`config.mk`:
```
export PLATFORM = sky130hd
export DESIGN_NAME = spi_char_framer
export DESIGN_NICKNAME = d
export VERILOG_FILES = /design/src/rtl/spi_fr_pkg.sv /design/src/rtl/spi_fr_modebank.sv /design/src/rtl/spi_fr_halftimer.sv /design/src/rtl/spi_char_framer.sv
export SDC_FILE = /design/constraint.sdc
export NUM_CORES = 1
export LEC_CHECK = 0
export BUFFER_PORTS_ARGS = -buffer_cell sky130_fd_sc_hd__buf_4
export CAP_MARGIN = 20
export CORE_MARGIN = 2
export CORE_UTILIZATION = 50
export CTS_BUF_LIST = sky130_fd_sc_hd__clkbuf_4 sky130_fd_sc_hd__clkbuf_8 sky130_fd_sc_hd__clkbuf_16
export DETAILED_ROUTE_END_ITERATION = 8
export GPL_TIMING_DRIVEN = 0
export PLACE_DENSITY = 0.64
export SLEW_MARGIN = 20
export SYNTH_ARGS = -nofsm -noshare
export SYNTH_HDL_FRONTEND = slang
export SYNTH_SLANG_ARGS = --single-unit
```
`constraint.sdc`:
```
create_clock -name clk -period 4.45 [get_ports clk]
set_input_delay 0.445 -clock clk [delete_from_list [all_inputs] [get_ports clk]]
set_output_delay 0.445 -clock clk [all_outputs]
set_load 0.05 [all_outputs]
```
`src/rtl/spi_fr_pkg.sv`:
```
package spi_fr_pkg;

    localparam int CHAR_W = 16;
    localparam int WORD_W = 32;
    localparam int SLOT_W = 5;
    localparam int HALF_W = 10;
    localparam logic [WORD_W-1:0] MODE_RST_WORD = 32'h0010_0008;

    typedef enum logic [2:0] {
        ST_IDLE,
        ST_SETUP,
        ST_SHIFT,
        ST_GAP,
        ST_HOLD
    } fr_state_e;

    typedef struct packed {
        logic       cpol;
        logic       cpha;
        logic       msb;
        logic       div16;
        logic [3:0] pm;
        logic       cs_low;
        logic [3:0] len_m1;
        logic [3:0] setup;
        logic [3:0] hold;
        logic [4:0] gap;
    } mode_t;

    function automatic mode_t unpack_mode(input logic [WORD_W-1:0] w);
        mode_t m;
        m.cpol   = w[31];
        m.cpha   = w[30];
        m.msb    = w[29];
        m.div16  = w[28];
        m.pm     = w[27:24];
        m.cs_low = w[20];
        m.len_m1 = w[19:16];
        m.setup  = w[15:12];
        m.hold   = w[11:8];
        m.gap    = w[7:3];
        return m;
    endfunction

    // index of the last bit of a character (length - 1), clamped to 3
    function automatic logic [3:0] char_last(input mode_t m);
        return (m.len_m1 < 4'd3) ? 4'd3 : m.len_m1;
    endfunction

    function automatic logic msb_first(input mode_t m);
        logic [3:0] l;
        l = char_last(m);
        return m.msb && (l == 4'd7 || l == 4'd15);
    endfunction

    // system cycles per serial half-period
    function automatic logic [HALF_W-1:0] half_len(input mode_t m);
        logic [HALF_W-1:0] h;
        h = ({{(HALF_W-4){1'b0}}, m.pm} + HALF_W'(1)) << 1;
        if (m.div16) h = h << 4;
        return h;
    endfunction

endpackage

```
`src/rtl/spi_fr_modebank.sv`:
```
module spi_fr_modebank
    import spi_fr_pkg::*;
#(
    parameter int NCS   = 4,
    parameter int SEL_W = 2
) (
    input  logic                      clk,
    input  logic                      rst_n,
    input  logic                      we,
    input  logic [SEL_W-1:0]          sel,
    input  logic [WORD_W-1:0]         wdata,
    output mode_t [NCS-1:0]           words_o
);

    mode_t [NCS-1:0] words_d, words_q;

    always_comb begin
        words_d = words_q;
        if (we) words_d[sel] = unpack_mode(wdata);
    end

    always_ff @(posedge clk or negedge rst_n) begin
        if (!rst_n) begin
            for (int i = 0; i < NCS; i++) words_q[i] <= unpack_mode(MODE_RST_WORD);
        end else begin
            words_q <= words_d;
        end
    end

    assign words_o = words_q;

endmodule

```
`src/rtl/spi_fr_halftimer.sv`:
```
module spi_fr_halftimer
    import spi_fr_pkg::*;
(
    input  logic              clk,
    input  logic              rst_n,
    input  logic              en,
    input  logic [HALF_W-1:0] half_cycles,
    output logic              tick
);

    logic [HALF_W-1:0] cnt_d, cnt_q;

    always_comb begin
        tick  = en && (cnt_q == half_cycles - HALF_W'(1));
        cnt_d = (!en || tick) ? '0 : cnt_q + HALF_W'(1);
    end

    always_ff @(posedge clk or negedge rst_n) begin
        if (!rst_n) cnt_q <= '0;
        else        cnt_q <= cnt_d;
    end

endmodule

```
`src/rtl/spi_char_framer.sv`:
```
module spi_char_framer
    import spi_fr_pkg::*;
#(
    parameter int NCS   = 4,
    parameter int SEL_W = (NCS > 1) ? $clog2(NCS) : 1
) (
    input  logic               clk,
    input  logic               rst_n,
    input  logic               cfg_we,
    input  logic [SEL_W-1:0]   cfg_sel,
    input  logic [WORD_W-1:0]  cfg_word,
    input  logic               start,
    input  logic [SEL_W-1:0]   start_sel,
    input  logic [CHAR_W-1:0]  tx_char,
    input  logic               tx_more,
    input  logic               miso,
    output logic               sck,
    output logic               mosi,
    output logic [NCS-1:0]     cs_o,
    output logic               busy,
    output logic [CHAR_W-1:0]  rx_char,
    output logic               rx_valid
);

    typedef struct packed {
        fr_state_e          state;
        logic [SLOT_W-1:0]  slot;
        mode_t              mode;
        logic [SEL_W-1:0]   sel;
        logic [CHAR_W-1:0]  tx;
        logic [CHAR_W-1:0]  acc;
        logic [CHAR_W-1:0]  rx;
        logic               rxv;
    } regs_t;

    regs_t d, q;
    mode_t [NCS-1:0] bank;
    logic tick;

    logic [3:0] last_idx, bit_k, pos;
    logic       msb_eff, in_shift;

    spi_fr_modebank #(.NCS(NCS), .SEL_W(SEL_W)) u_bank (
        .clk     (clk),
        .rst_n   (rst_n),
        .we      (cfg_we),
        .sel     (cfg_sel),
        .wdata   (cfg_word),
        .words_o (bank)
    );

    spi_fr_halftimer u_timer (
        .clk         (clk),
        .rst_n       (rst_n),
        .en          (q.state != ST_IDLE),
        .half_cycles (half_len(q.mode)),
        .tick        (tick)
    );

    always_comb begin
        last_idx = char_last(q.mode);
        msb_eff  = msb_first(q.mode);
        bit_k    = q.slot[4:1];
        pos      = msb_eff ? (last_idx - bit_k) : bit_k;
        in_shift = (q.state == ST_SHIFT);
    end

    always_comb begin
        d     = q;
        d.rxv = 1'b0;
        unique case (q.state)
            ST_IDLE: begin
                if (start) begin
                    d.mode  = bank[start_sel];
                    d.sel   = start_sel;
                    d.tx    = tx_char;
                    d.acc   = '0;
                    d.slot  = '0;
                    d.state = (bank[start_sel].setup == 4'd0) ? ST_SHIFT : ST_SETUP;
                end
            end
            ST_SETUP: begin
                if (tick) begin
                    if (({1'b0, q.slot} + 6'd1) == {2'b00, q.mode.setup}) begin
                        d.slot  = '0;
                        d.state = ST_SHIFT;
                    end else begin
                        d.slot = q.slot + SLOT_W'(1);
                    end
                end
            end
            ST_SHIFT: begin
                if (tick) begin
                    if (!q.slot[0]) d.acc[pos] = miso;
                    if (q.slot == {last_idx, 1'b1}) begin
                        d.rxv  = 1'b1;
                        d.rx   = q.acc;
                        d.slot = '0;
                        if (tx_more) begin
                            d.tx    = tx_char;
                            d.acc   = '0;
                            d.state = (q.mode.gap == 5'd0) ? ST_SHIFT : ST_GAP;
                        end else begin
                            d.state = (q.mode.hold == 4'd0) ? ST_IDLE : ST_HOLD;
                        end
                    end else begin
                        d.slot = q.slot + SLOT_W'(1);
                    end
                end
            end
            ST_GAP: begin
                if (tick) begin
                    if (({1'b0, q.slot} + 6'd1) == {1'b0, q.mode.gap}) begin
                        d.slot  = '0;
                        d.state = ST_SHIFT;
                    end else begin
                        d.slot = q.slot + SLOT_W'(1);
                    end
                end
            end
            ST_HOLD: begin
                if (tick) begin
                    if (({1'b0, q.slot} + 6'd1) == {2'b00, q.mode.hold}) begin
                        d.slot  = '0;
                        d.state = ST_IDLE;
                    end else begin
                        d.slot = q.slot + SLOT_W'(1);
                    end
                end
            end
            default: d.state = ST_IDLE;
        endcase
    end

    always_ff @(posedge clk or negedge rst_n) begin
        if (!rst_n) begin
            q       <= '0;
            q.state <= ST_IDLE;
            q.mode  <= unpack_mode(MODE_RST_WORD);
        end else begin
            q <= d;
        end
    end

    assign busy     = (q.state != ST_IDLE);
    assign sck      = in_shift ? (q.mode.cpol ^ (q.slot[0] ^ q.mode.cpha)) : q.mode.cpol;
    assign mosi     = in_shift ? q.tx[pos] : 1'b0;
    assign rx_char  = q.rx;
    assign rx_valid = q.rxv;

    for (genvar i = 0; i < NCS; i++) begin : g_cs
        assign cs_o[i] = (busy && q.sel == SEL_W'(i)) ? ~q.mode.cs_low : bank[i].cs_low;
    end

endmodule

```
==> impl_metrics.toml, run 1 <==
[detailed_routing]
post-route-drc-count = 0
post_drt_via_cell_ratio = 5.57
ant_nets = 0
vias = 6938
dr.first_iter.drc_count = 434
drtPass1Iterations = 9
drt-wirelength-per-cell_um = 17.5
wl_um = 21800

[floorplan]
die_w_um = 146
dieArea_um2 = 21400
placementRows = 51
io_pins = 82
design.core.area_um2 = 19700
start_util_pct = 51.4
die_h_um = 146

[setup_path]
critPathKind = "reg -> out"
cp_max_fo = 10
crit_arrival_ns = 3.61
cp-end-kind = "output pin"
timing.rr.start = "q[69]"
setup.worst_path.start_class = "flop"
r2r_end = "q[46]"
rrSetupSlack_ns = 0.55
worstRegToRegCells = 10
cp.required_ns = 4.01

[power_and_ir_drop]
swShare_pct = 24.6
power.share.clock_pct = 39.3
p_per_area_nw_per_um2 = 357
pwr-share-seq_pct = 50.0
peakVddDrop_v = 0.000273
internal-power_mw = 3.15
power_leakage_nw = 5.27
combPwrFrac_pct = 10.8
power.total_mw = 4.17
p_switching_mw = 1.02

[sta]
max_freq_ghz = 0.246
clock_skew_ns = 0.0130
fin_crit_ns = 4.06
finalSetupViolations = 0
hold_viol = 0
finalSetupTns_ns = 0
slew_headroom_pct = 43.5
worstMarginPinSlew_ns = 0.848
rsz0062_at_grt = "false"
maxSlewViolCount = 0
min_period_over_period_pct = 91.2
layout_setup_ws_ns = 0.392

[synthesis]
ys_seq_area_share_pct = 49.4
synth-simple-area-share_pct = 12.1
synth_cells = 873
synth_xor_area_share_pct = 3.62
ys_seq_elements = 199
synth_compound_area_share_pct = 7.84
synthMuxAreaShare_pct = 21.8
synthAdderAreaFrac_pct = 1.07
syn_area_per_cell_um2 = 11.6
synthesis.area_um2 = 10100
yosys_warnings = 0
synth_ff_type = "dfrtp_1"
synth_cell_type_count = 76
async_flop_share_pct = 100
synth_top_family_by_area = "multiplexers"
synth.net_count = 939
synth_enable_flop_cells = 0

[global_route]
grt_pass1_vias = 6917
busiest_layer = "met2"
grtUsageMet1_pct = 30.5
overflow = 0
grt_max_degree = 98
antenna_found_initial = 0
track_usage_pct = 21.4
gr-usage-met2_pct = 34.1
grt.met3_usage_pct = 4.13
grt_pass1_wl_um = 36700

[clock_network]
cts_num_sinks = 199
post_cts_buffers = 0
clockBufferDepth = 2
cts_tree = "done"
ctsHtreeMaxLevel = 4
clock_latency_ns = 0.44
cts_buffers = 17
clock-root-buffer = "clkbuf_16"
clk_pin_slew_ns = 0.08

[placement]
port_buffers = 73
place_ws_ns = 0.552
dpl.hpwl_um = 15400
gp_congestion = 0.925

[status]
outcome = "finished, final reports clean"

[cells_and_area]
n_antenna_cell = 0
area.growth.synth_to_final_pct = 15.7
nNetsFinal = 1034
layout-drive-gt1-share_pct = 31.3

[job]
max_cap_viol_count = 0

[hold_path]
min_to = "q[45]"
worstHoldStart = "tx_char[12]"
hold_path_class = "in -> reg"
holdPathStages = 2
area by class of cell:
class | instances | area (um2)
fillers | 1667 | 7960
flip-flops and latches | 199 | 4990
multi-input cells | 583 | 4690
repair buffers | 76 | 621
clock buffers | 19 | 447
well taps | 265 | 332
plain buffers | 64 | 328
clock inverters | 13 | 183
inverters | 27 | 101
through the flow:
step | utilization (%) | hold WS [ns] | area, um2 | instances
after floorplan | - | 0.149 | 10100 | 873
after global placement | 55.9 | 0.472 | 11000 | 1211
after detailed placement | 56.2 | 0.316 | 11000 | 1213
after CTS | 59.5 | 0.208 | 11700 | 1246
after global routing | 59.5 | 0.205 | 11700 | 1246
final | 59.5 | 0.220 | 11700 | 1246
kinds of logic after synthesis:
logic type                 count (synthesis)
buffers and inverters                     91
and+or+nand+nor                          266
muxes                                    166
adders and majority gates                  8
DFF                                      199
xor gates and xnor gates                  36
AOI/OAI and AO/OA                        107
what timing repair did:
action | in CTS | in global routing
resized for setup | 0 | 2
endpoints found under the hold margin | 25 | 0
hold buffers | 1 | 0
setup endpoints to repair | 0 | 1
metal layers:
metal	wire (um)	vias to the layer above
met2	10200	164
met1	10300	3422
met3	912	34
li1	-	3318
met5	0	-
met4	349	0
synthesized netlist by cell type (7+ instances only):
cell type,number,area share (%)
a21oi_1,8,0.40
a31oi_1,7,0.43
a32oi_1,16,1.4
buf_4,18,1.3
clkbuf_1,37,1.4
dfrtp_1,189,47
dfstp_2,10,2.6
ha_1,7,0.87
inv_1,27,1.0
mux2_1,10,1.1
mux2_2,119,13
mux2_4,10,1.5
mux4_2,26,5.8
nand2_1,142,5.3
nand3_1,23,1.1
nand4_1,9,0.56
nor2_1,34,1.3
nor3_1,15,0.74
o21ai_0,14,0.69
o22ai_1,18,1.1
xnor2_1,17,1.5
xor2_1,15,1.3
cell usage in the layout, fill, tap and decap left out, types with 10 or more instances in the layout:
cell type and instances:
a32oi_1 16, buf_4 90, clkbuf_1 36, clkbuf_16 17, dfrtp_1 189, dfstp_2 10
inv_1 27, mux2_1 10, mux2_2 119, mux2_4 10, mux4_2 26, nand2_1 142
nand3_1 23, nor2_1 34, nor3_1 15, o21ai_0 14, o22ai_1 18, xnor2_1 17
xor2_1 15
registers in the layout (all words and copies together), names as in the netlist:
| signal | count |
|---|---|
| bit_k | 4 |
| u_timer.cnt_q | 10 |
| q | 64 |
| rx_char | 16 |
| u_bank.words_o | 104 |
| rx_valid | 1 |
worst max-delay path, cell delays in order, from the launching register on:
cell and delay [ns]:
dfrtp_1 0.40, clkbuf_2 0.28, inv_1 0.14, ha_1 0.33
nor2b_1 0.13, o21ai_0 0.20, a21boi_0 0.16, o41a_1 0.47
o2bb2ai_1 0.45, a222oi_1 0.18, and3_1 0.23, buf_4 0.19
worst max path at each step:
stage	startpoint	endpoint	slack, ns	depth (start not counted)
global placement	q[69]	q[44]	0.64	10
global route	bit_k[1]	mosi	0.06	11
CTS	bit_k[1]	mosi	0.15	11
detailed placement	q[69]	q[47]	0.55	10
finish	bit_k[1]	mosi	0.39	11
floorplan	q[69]	rx_char[10]	1.03	11
power by group through the flow:
stage | combinational (mW) | clock (mW) | sequential (mW)
floorplan | 0.308 | 0 | 2.08
finish | 0.450 | 1.64 | 2.08
detailed placement | 0.457 | 0 | 2.12
CTS | 0.459 | 1.66 | 2.08
global route | 0.490 | 1.75 | 2.10
global placement | 0.442 | 0 | 2.11
Power figures use the tool's default switching activity.
==> run 2, diff against run 1 <==
--- a/config.mk
+++ b/config.mk
@@ -12,8 +12,9 @@
 export CTS_BUF_LIST = sky130_fd_sc_hd__clkbuf_4 sky130_fd_sc_hd__clkbuf_8 sky130_fd_sc_hd__clkbuf_16
 export DETAILED_ROUTE_END_ITERATION = 8
 export GPL_TIMING_DRIVEN = 0
+export MAX_ROUTING_LAYER = met4
 export PLACE_DENSITY = 0.64
-export SLEW_MARGIN = 20
+export SLEW_MARGIN = 25
 export SYNTH_ARGS = -nofsm -noshare
 export SYNTH_HDL_FRONTEND = slang
 export SYNTH_SLANG_ARGS = --single-unit
==> run 2 against run 1 <==
  * Clock power barely moved
  * Via count rose by 1.4%
  * Routed wire length rose by 0.48%
  * Flip-flop and latch count did not move
  * Hold slack improved by 0.0016 ns
  * Largest power group unchanged
==> impl_metrics.toml, run 2 (same netlist as run 1, synthesis figures left out) <==
[cells_and_area]
n_antenna_cell = 0
fin_util_pct = 59.5
layout-drive-gt1-share_pct = 31.4
nNetsFinal = 1034
nFillCells = 1674
largest_register_ffs = 104
area.growth.synth_to_final_pct = 15.8
layout_commonest_cell = "dfrtp_1"
final_cell_mix = "dfrtp_1 (189), nand2_1 (142), mux2_2 (119), buf_4 (90), clkbuf_1 (36)"

[detailed_routing]
wl_um = 21900
post-route-drc-count = 0
post_drt_via_cell_ratio = 5.65
vias = 7036
drt-wirelength-per-cell_um = 17.5
dr.first_iter.drc_count = 444
drtPass1Iterations = 6
ant_nets = 0

[floorplan]
start_util_pct = 51.4
die_w_um = 146
design.core.area_um2 = 19700
io_pins = 82
die_h_um = 146
placementRows = 51
dieArea_um2 = 21400

[global_route]
grt_pass1_vias = 7076
track_usage_pct = 22.3
grt_max_degree = 78
antenna_found_initial = 0
grt_pass1_wl_um = 37100
overflow = 0

[power_and_ir_drop]
p_switching_mw = 1.03
power.share.clock_pct = 39.2
power.total_mw = 4.17
swShare_pct = 24.6
pwr-share-seq_pct = 49.9
p_per_area_nw_per_um2 = 357
combPwrFrac_pct = 10.8
internal-power_mw = 3.15
power_leakage_nw = 5.28
peakVddDrop_v = 0.000317

[hold_path]
hold_path_class = "in -> reg"

[setup_path]
crit_arrival_ns = 3.64
cp-end-kind = "output pin"
cp_max_fo = 10
setup.worst_path.start_class = "flop"
cp_top_family = "compound AO/OA/AOI/OAI gates"
max_stage_delay_ns = 0.49
cp_num_buf_inv = 3
critPathKind = "reg -> out"
critPathSlowestCell = "o41a_1"
cp.required_ns = 4.01
crit_path_cell_trace = "clkbuf_2 > inv_1 > ha_1 > nor2b_1 > o21ai_0 > a21boi_0 > o41a_1 > o2bb2ai_1 > a222oi_1 > and3_1 > buf_4"

[sta]
min_period_over_period_pct = 91.8
maxSlewViolCount = 0
max_freq_ghz = 0.245
finalSetupViolations = 0
worstMarginPinSlew_ns = 0.848
slew_headroom_pct = 43.5
clock_skew_ns = 0.0160
rsz0062_at_grt = "false"
fin_crit_ns = 4.09
finalSetupTns_ns = 0
hold_viol = 0

[clock_network]
clock-root-buffer = "clkbuf_16"
clk_pin_slew_ns = 0.08
cts_buffers = 17
cts_tree = "done"
clock_latency_ns = 0.44
ctsHtreeMaxLevel = 4
cts_num_sinks = 199
clockBufferDepth = 2

[placement]
gp_congestion = 0.941
port_buffers = 73
dpl.hpwl_um = 15500

[job]
max_cap_viol_count = 0

[status]
outcome = "finished, final reports clean"
## run 2: changes by cell type in the layout (fill, tap and decap cells not counted)
cell and delta:
o2bb2ai_1 -1, o2bb2ai_2 +1
## run 2: timing repair
item,4_1_cts,5_1_grt
buffers inserted,0,0
hold buffers,1,0
hold endpoints to repair,57,0
gates resized for setup,0,3
setup endpoints to repair,0,1
## run 2: final cells by class
type                       count  area, um2  area share, %
sequential                   199       4990           42.7
timing repair buffer          76        621           5.31
clock inverter                13        183           1.56
multi-input combinational    583       4690           40.1
clock buffer                  19        447           3.82
inverter                      27        101          0.866
tap                          265        332           2.83
buffer                        64        328           2.80
## run 2: worst paths after layout
kind,start,to,cells past startpoint,slack (ns)
max,bit_k[1],mosi,11,0.36
min,tx_char[9],q[42],2,0.22
max reg2reg,q[69],q[46],10,0.56
min reg2reg,q[74],q[74],2,0.49
max in group asynchronous,rst_n,q[68],3,3.18
min in group asynchronous,rst_n,u_timer.cnt_q[2],2,0.53
## run 2: through the flow
| step | cells | cell area, um2 | hold WS (ns) | setup WS, ns |
|---|---|---|---|---|
| after global placement | 1211 | 11000 | 0.472 | 0.636 |
| after CTS | 1246 | 11700 | 0.207 | 0.123 |
| after global routing | 1246 | 11700 | 0.206 | 0.0155 |
| after detailed placement | 1213 | 11000 | 0.414 | 0.553 |
| final | 1246 | 11700 | 0.222 | 0.364 |
| after floorplan | 873 | 10100 | 0.149 | 1.03 |
## run 2: layer usage
layer	up-vias	part of all wire [%]	global-route usage, %
met5	-	0	-
met4	0	1.3	5.39
met3	27	3.8	4.03
met2	155	48	35.4
met1	3537	47	30.2
li1	3317	-	-
## run 2: power by group through the flow
| stage | logic, mW | registers (mW) | clock network (mW) |
|---|---|---|---|
| 6_report | 0.453 | 2.08 | 1.64 |
| 3_5_place_dp | 0.458 | 2.12 | 0 |
| 2_1_floorplan | 0.308 | 2.08 | 0 |
| 4_1_cts | 0.460 | 2.08 | 1.67 |
| 3_3_place_gp | 0.442 | 2.11 | 0 |
| 5_1_grt | 0.493 | 2.11 | 1.76 |
## run 2: worst register-to-register path, cell delays in order (launching register included)
cell and delay (ns):
dfrtp_1 0.47, ha_1 0.40, and2b_1 0.26, a2111oi_0 0.42
a211oi_1 0.12, xnor2_1 0.17, a2111oi_4 0.53, nand4_2 0.35
a21oi_2 0.49, buf_6 0.23, mux2_1 0.33
==> run 3, diff against run 2 <==
--- a/config.mk
+++ b/config.mk
@@ -8,12 +8,12 @@
 export BUFFER_PORTS_ARGS = -buffer_cell sky130_fd_sc_hd__buf_4
 export CAP_MARGIN = 20
 export CORE_MARGIN = 2
-export CORE_UTILIZATION = 50
+export CORE_UTILIZATION = 57
 export CTS_BUF_LIST = sky130_fd_sc_hd__clkbuf_4 sky130_fd_sc_hd__clkbuf_8 sky130_fd_sc_hd__clkbuf_16
 export DETAILED_ROUTE_END_ITERATION = 8
 export GPL_TIMING_DRIVEN = 0
 export MAX_ROUTING_LAYER = met4
-export PLACE_DENSITY = 0.64
+export PLACE_DENSITY = 0.72
 export SLEW_MARGIN = 25
 export SYNTH_ARGS = -nofsm -noshare
 export SYNTH_HDL_FRONTEND = slang
==> run 3 against run 2 <==
  * First-iteration DRC count is 42% higher
  * Via count is 1.2% higher
  * Setup slack worse by 0.079 ns
  * Critical path depth stayed put
  * Sequential power hardly changed
  * Fmax is 1.9% lower
  * Critical endpoint unchanged
==> impl_metrics.toml, run 3 (same netlist as run 1, synthesis figures left out) <==
[setup_path]
cp_max_fo = 10
crit_arrival_ns = 3.72
setup.worst_path.start_class = "flop"
critPathKind = "reg -> out"
cp_num_buf_inv = 3
cp.depth = 11
max_stage_delay_ns = 0.50
timing.rr.start = "q[69]"
worstRegToRegCells = 10
cp.required_ns = 4.01
cp-end-kind = "output pin"
crit_path_cell_trace = "clkbuf_1 > inv_1 > ha_1 > nor2b_1 > o21ai_0 > a21boi_0 > o41a_1 > o2bb2ai_2 > a222oi_1 > and3_1 > buf_4"
crit_path_start = "bit_k[1]"
cp_top_family = "compound AO/OA/AOI/OAI gates"
critPathSlowestCell = "o41a_1"

[floorplan]
placementRows = 48
design.core.area_um2 = 17300
die_h_um = 137
die_w_um = 137
start_util_pct = 58.4
dieArea_um2 = 18800
io_pins = 82

[cells_and_area]
area.growth.synth_to_final_pct = 15.2
n_antenna_cell = 0
nFillCells = 1330
nNetsFinal = 1034
layout_commonest_cell = "dfrtp_1"
ff_latch_area_um2 = 4990
final_cell_mix = "dfrtp_1 (189), nand2_1 (142), mux2_2 (119), buf_4 (90), clkbuf_1 (37)"
layout-drive-gt1-share_pct = 31.4
multi_input_area_um2 = 4700
largest_register_ffs = 104

[clock_network]
cts_buffers = 17
cts_tree = "done"
post_cts_buffers = 0
clock-root-buffer = "clkbuf_16"
clock_latency_ns = 0.45
ctsHtreeMaxLevel = 4
clockBufferDepth = 2
clk_pin_slew_ns = 0.08
cts_num_sinks = 199

[global_route]
grt_pass1_wl_um = 36000
grt_pass1_vias = 7132
grt_max_degree = 75
antenna_found_initial = 0
overflow = 0
track_usage_pct = 25.6

[power_and_ir_drop]
power.total_mw = 4.12
peakVddDrop_v = 0.000313
p_per_area_nw_per_um2 = 354
power_leakage_nw = 5.26

[detailed_routing]
wl_um = 21900
drtPass1Iterations = 5
drt-wirelength-per-cell_um = 18.1
dr.first_iter.drc_count = 631
post-route-drc-count = 0
ant_nets = 0
post_drt_via_cell_ratio = 5.90
vias = 7118

[sta]
max_freq_ghz = 0.240
hold_viol = 0
fin_crit_ns = 4.17
maxSlewViolCount = 0
slew_headroom_pct = 38.8
clock_skew_ns = 0.0109
rsz0062_at_grt = "false"
finalSetupViolations = 0
finalSetupTns_ns = 0
min_period_over_period_pct = 93.6
worstMarginPinSlew_ns = 0.918

[placement]
dpl.hpwl_um = 15300
port_buffers = 73
gp_congestion = 0.950

[job]
max_cap_viol_count = 0

[status]
outcome = "finished, final reports clean"

[hold_path]
worstHoldStart = "tx_char[7]"
hold_path_class = "in -> reg"
holdPathStages = 2
run 3: cell types whose count changed in the layout (fill, tap and decap cells not counted), sizes merged:
cell      previous run  this run
bufinv               2         1
clkbuf              56        55
clkinvlp             0         1
inv                 33        34
run 3: final cells by class:
class	instances	area share [%]
multi-input cells	583	40.4
clock buffers	18	3.72
well taps	225	2.42
repair buffers	76	5.33
clock inverters	14	1.55
plain buffers	64	2.81
inverters	27	0.871
flip-flops and latches	199	42.9
run 3: what timing repair did:
action	CTS	global route
resized for setup	0	2
hold buffers	1	0
setup endpoints to repair	0	1
endpoints found under the hold margin	54	0
run 3: final timing paths:
| check | slack [ns] | endpoint |
|---|---|---|
| max in group asynchronous | 3.20 | u_bank.words_o[69] |
| worst max-delay path | 0.28 | mosi |
| min in group asynchronous | 0.51 | u_timer.cnt_q[2] |
| worst min register to register | 0.49 | q[47] |
| worst max register to register | 0.55 | q[46] |
| worst min-delay path | 0.21 | q[40] |
run 3: per-stage QoR:
| step | std cells | cell area [um2] | utilization (%) | worst slack, ns | hold slack [ns] |
|---|---|---|---|---|---|
| after floorplan | 873 | 10100 | - | 1.03 | 0.149 |
| after global placement | 1171 | 10900 | 63.2 | 0.641 | 0.469 |
| after detailed placement | 1173 | 11000 | 63.6 | 0.569 | 0.399 |
| after CTS | 1206 | 11600 | 67.2 | 0.172 | 0.199 |
| after global routing | 1206 | 11600 | 67.3 | 0.0338 | 0.204 |
| final | 1206 | 11600 | 67.3 | 0.285 | 0.209 |
run 3: metal layers:
layer,global-route usage [%],vias to the layer above,routed length (um)
li1,-,3312,-
met1,34.1,3596,9780
met2,41.0,184,10800
met3,3.78,26,918
met4,7.73,0,348
met5,-,-,0
run 3: report_power, final:
part | internal (mW) | switching (mW)
clock | 0.816 | 0.768
combinational | 0.269 | 0.186
sequential | 2.00 | 0.0872
total | 3.08 | 1.04
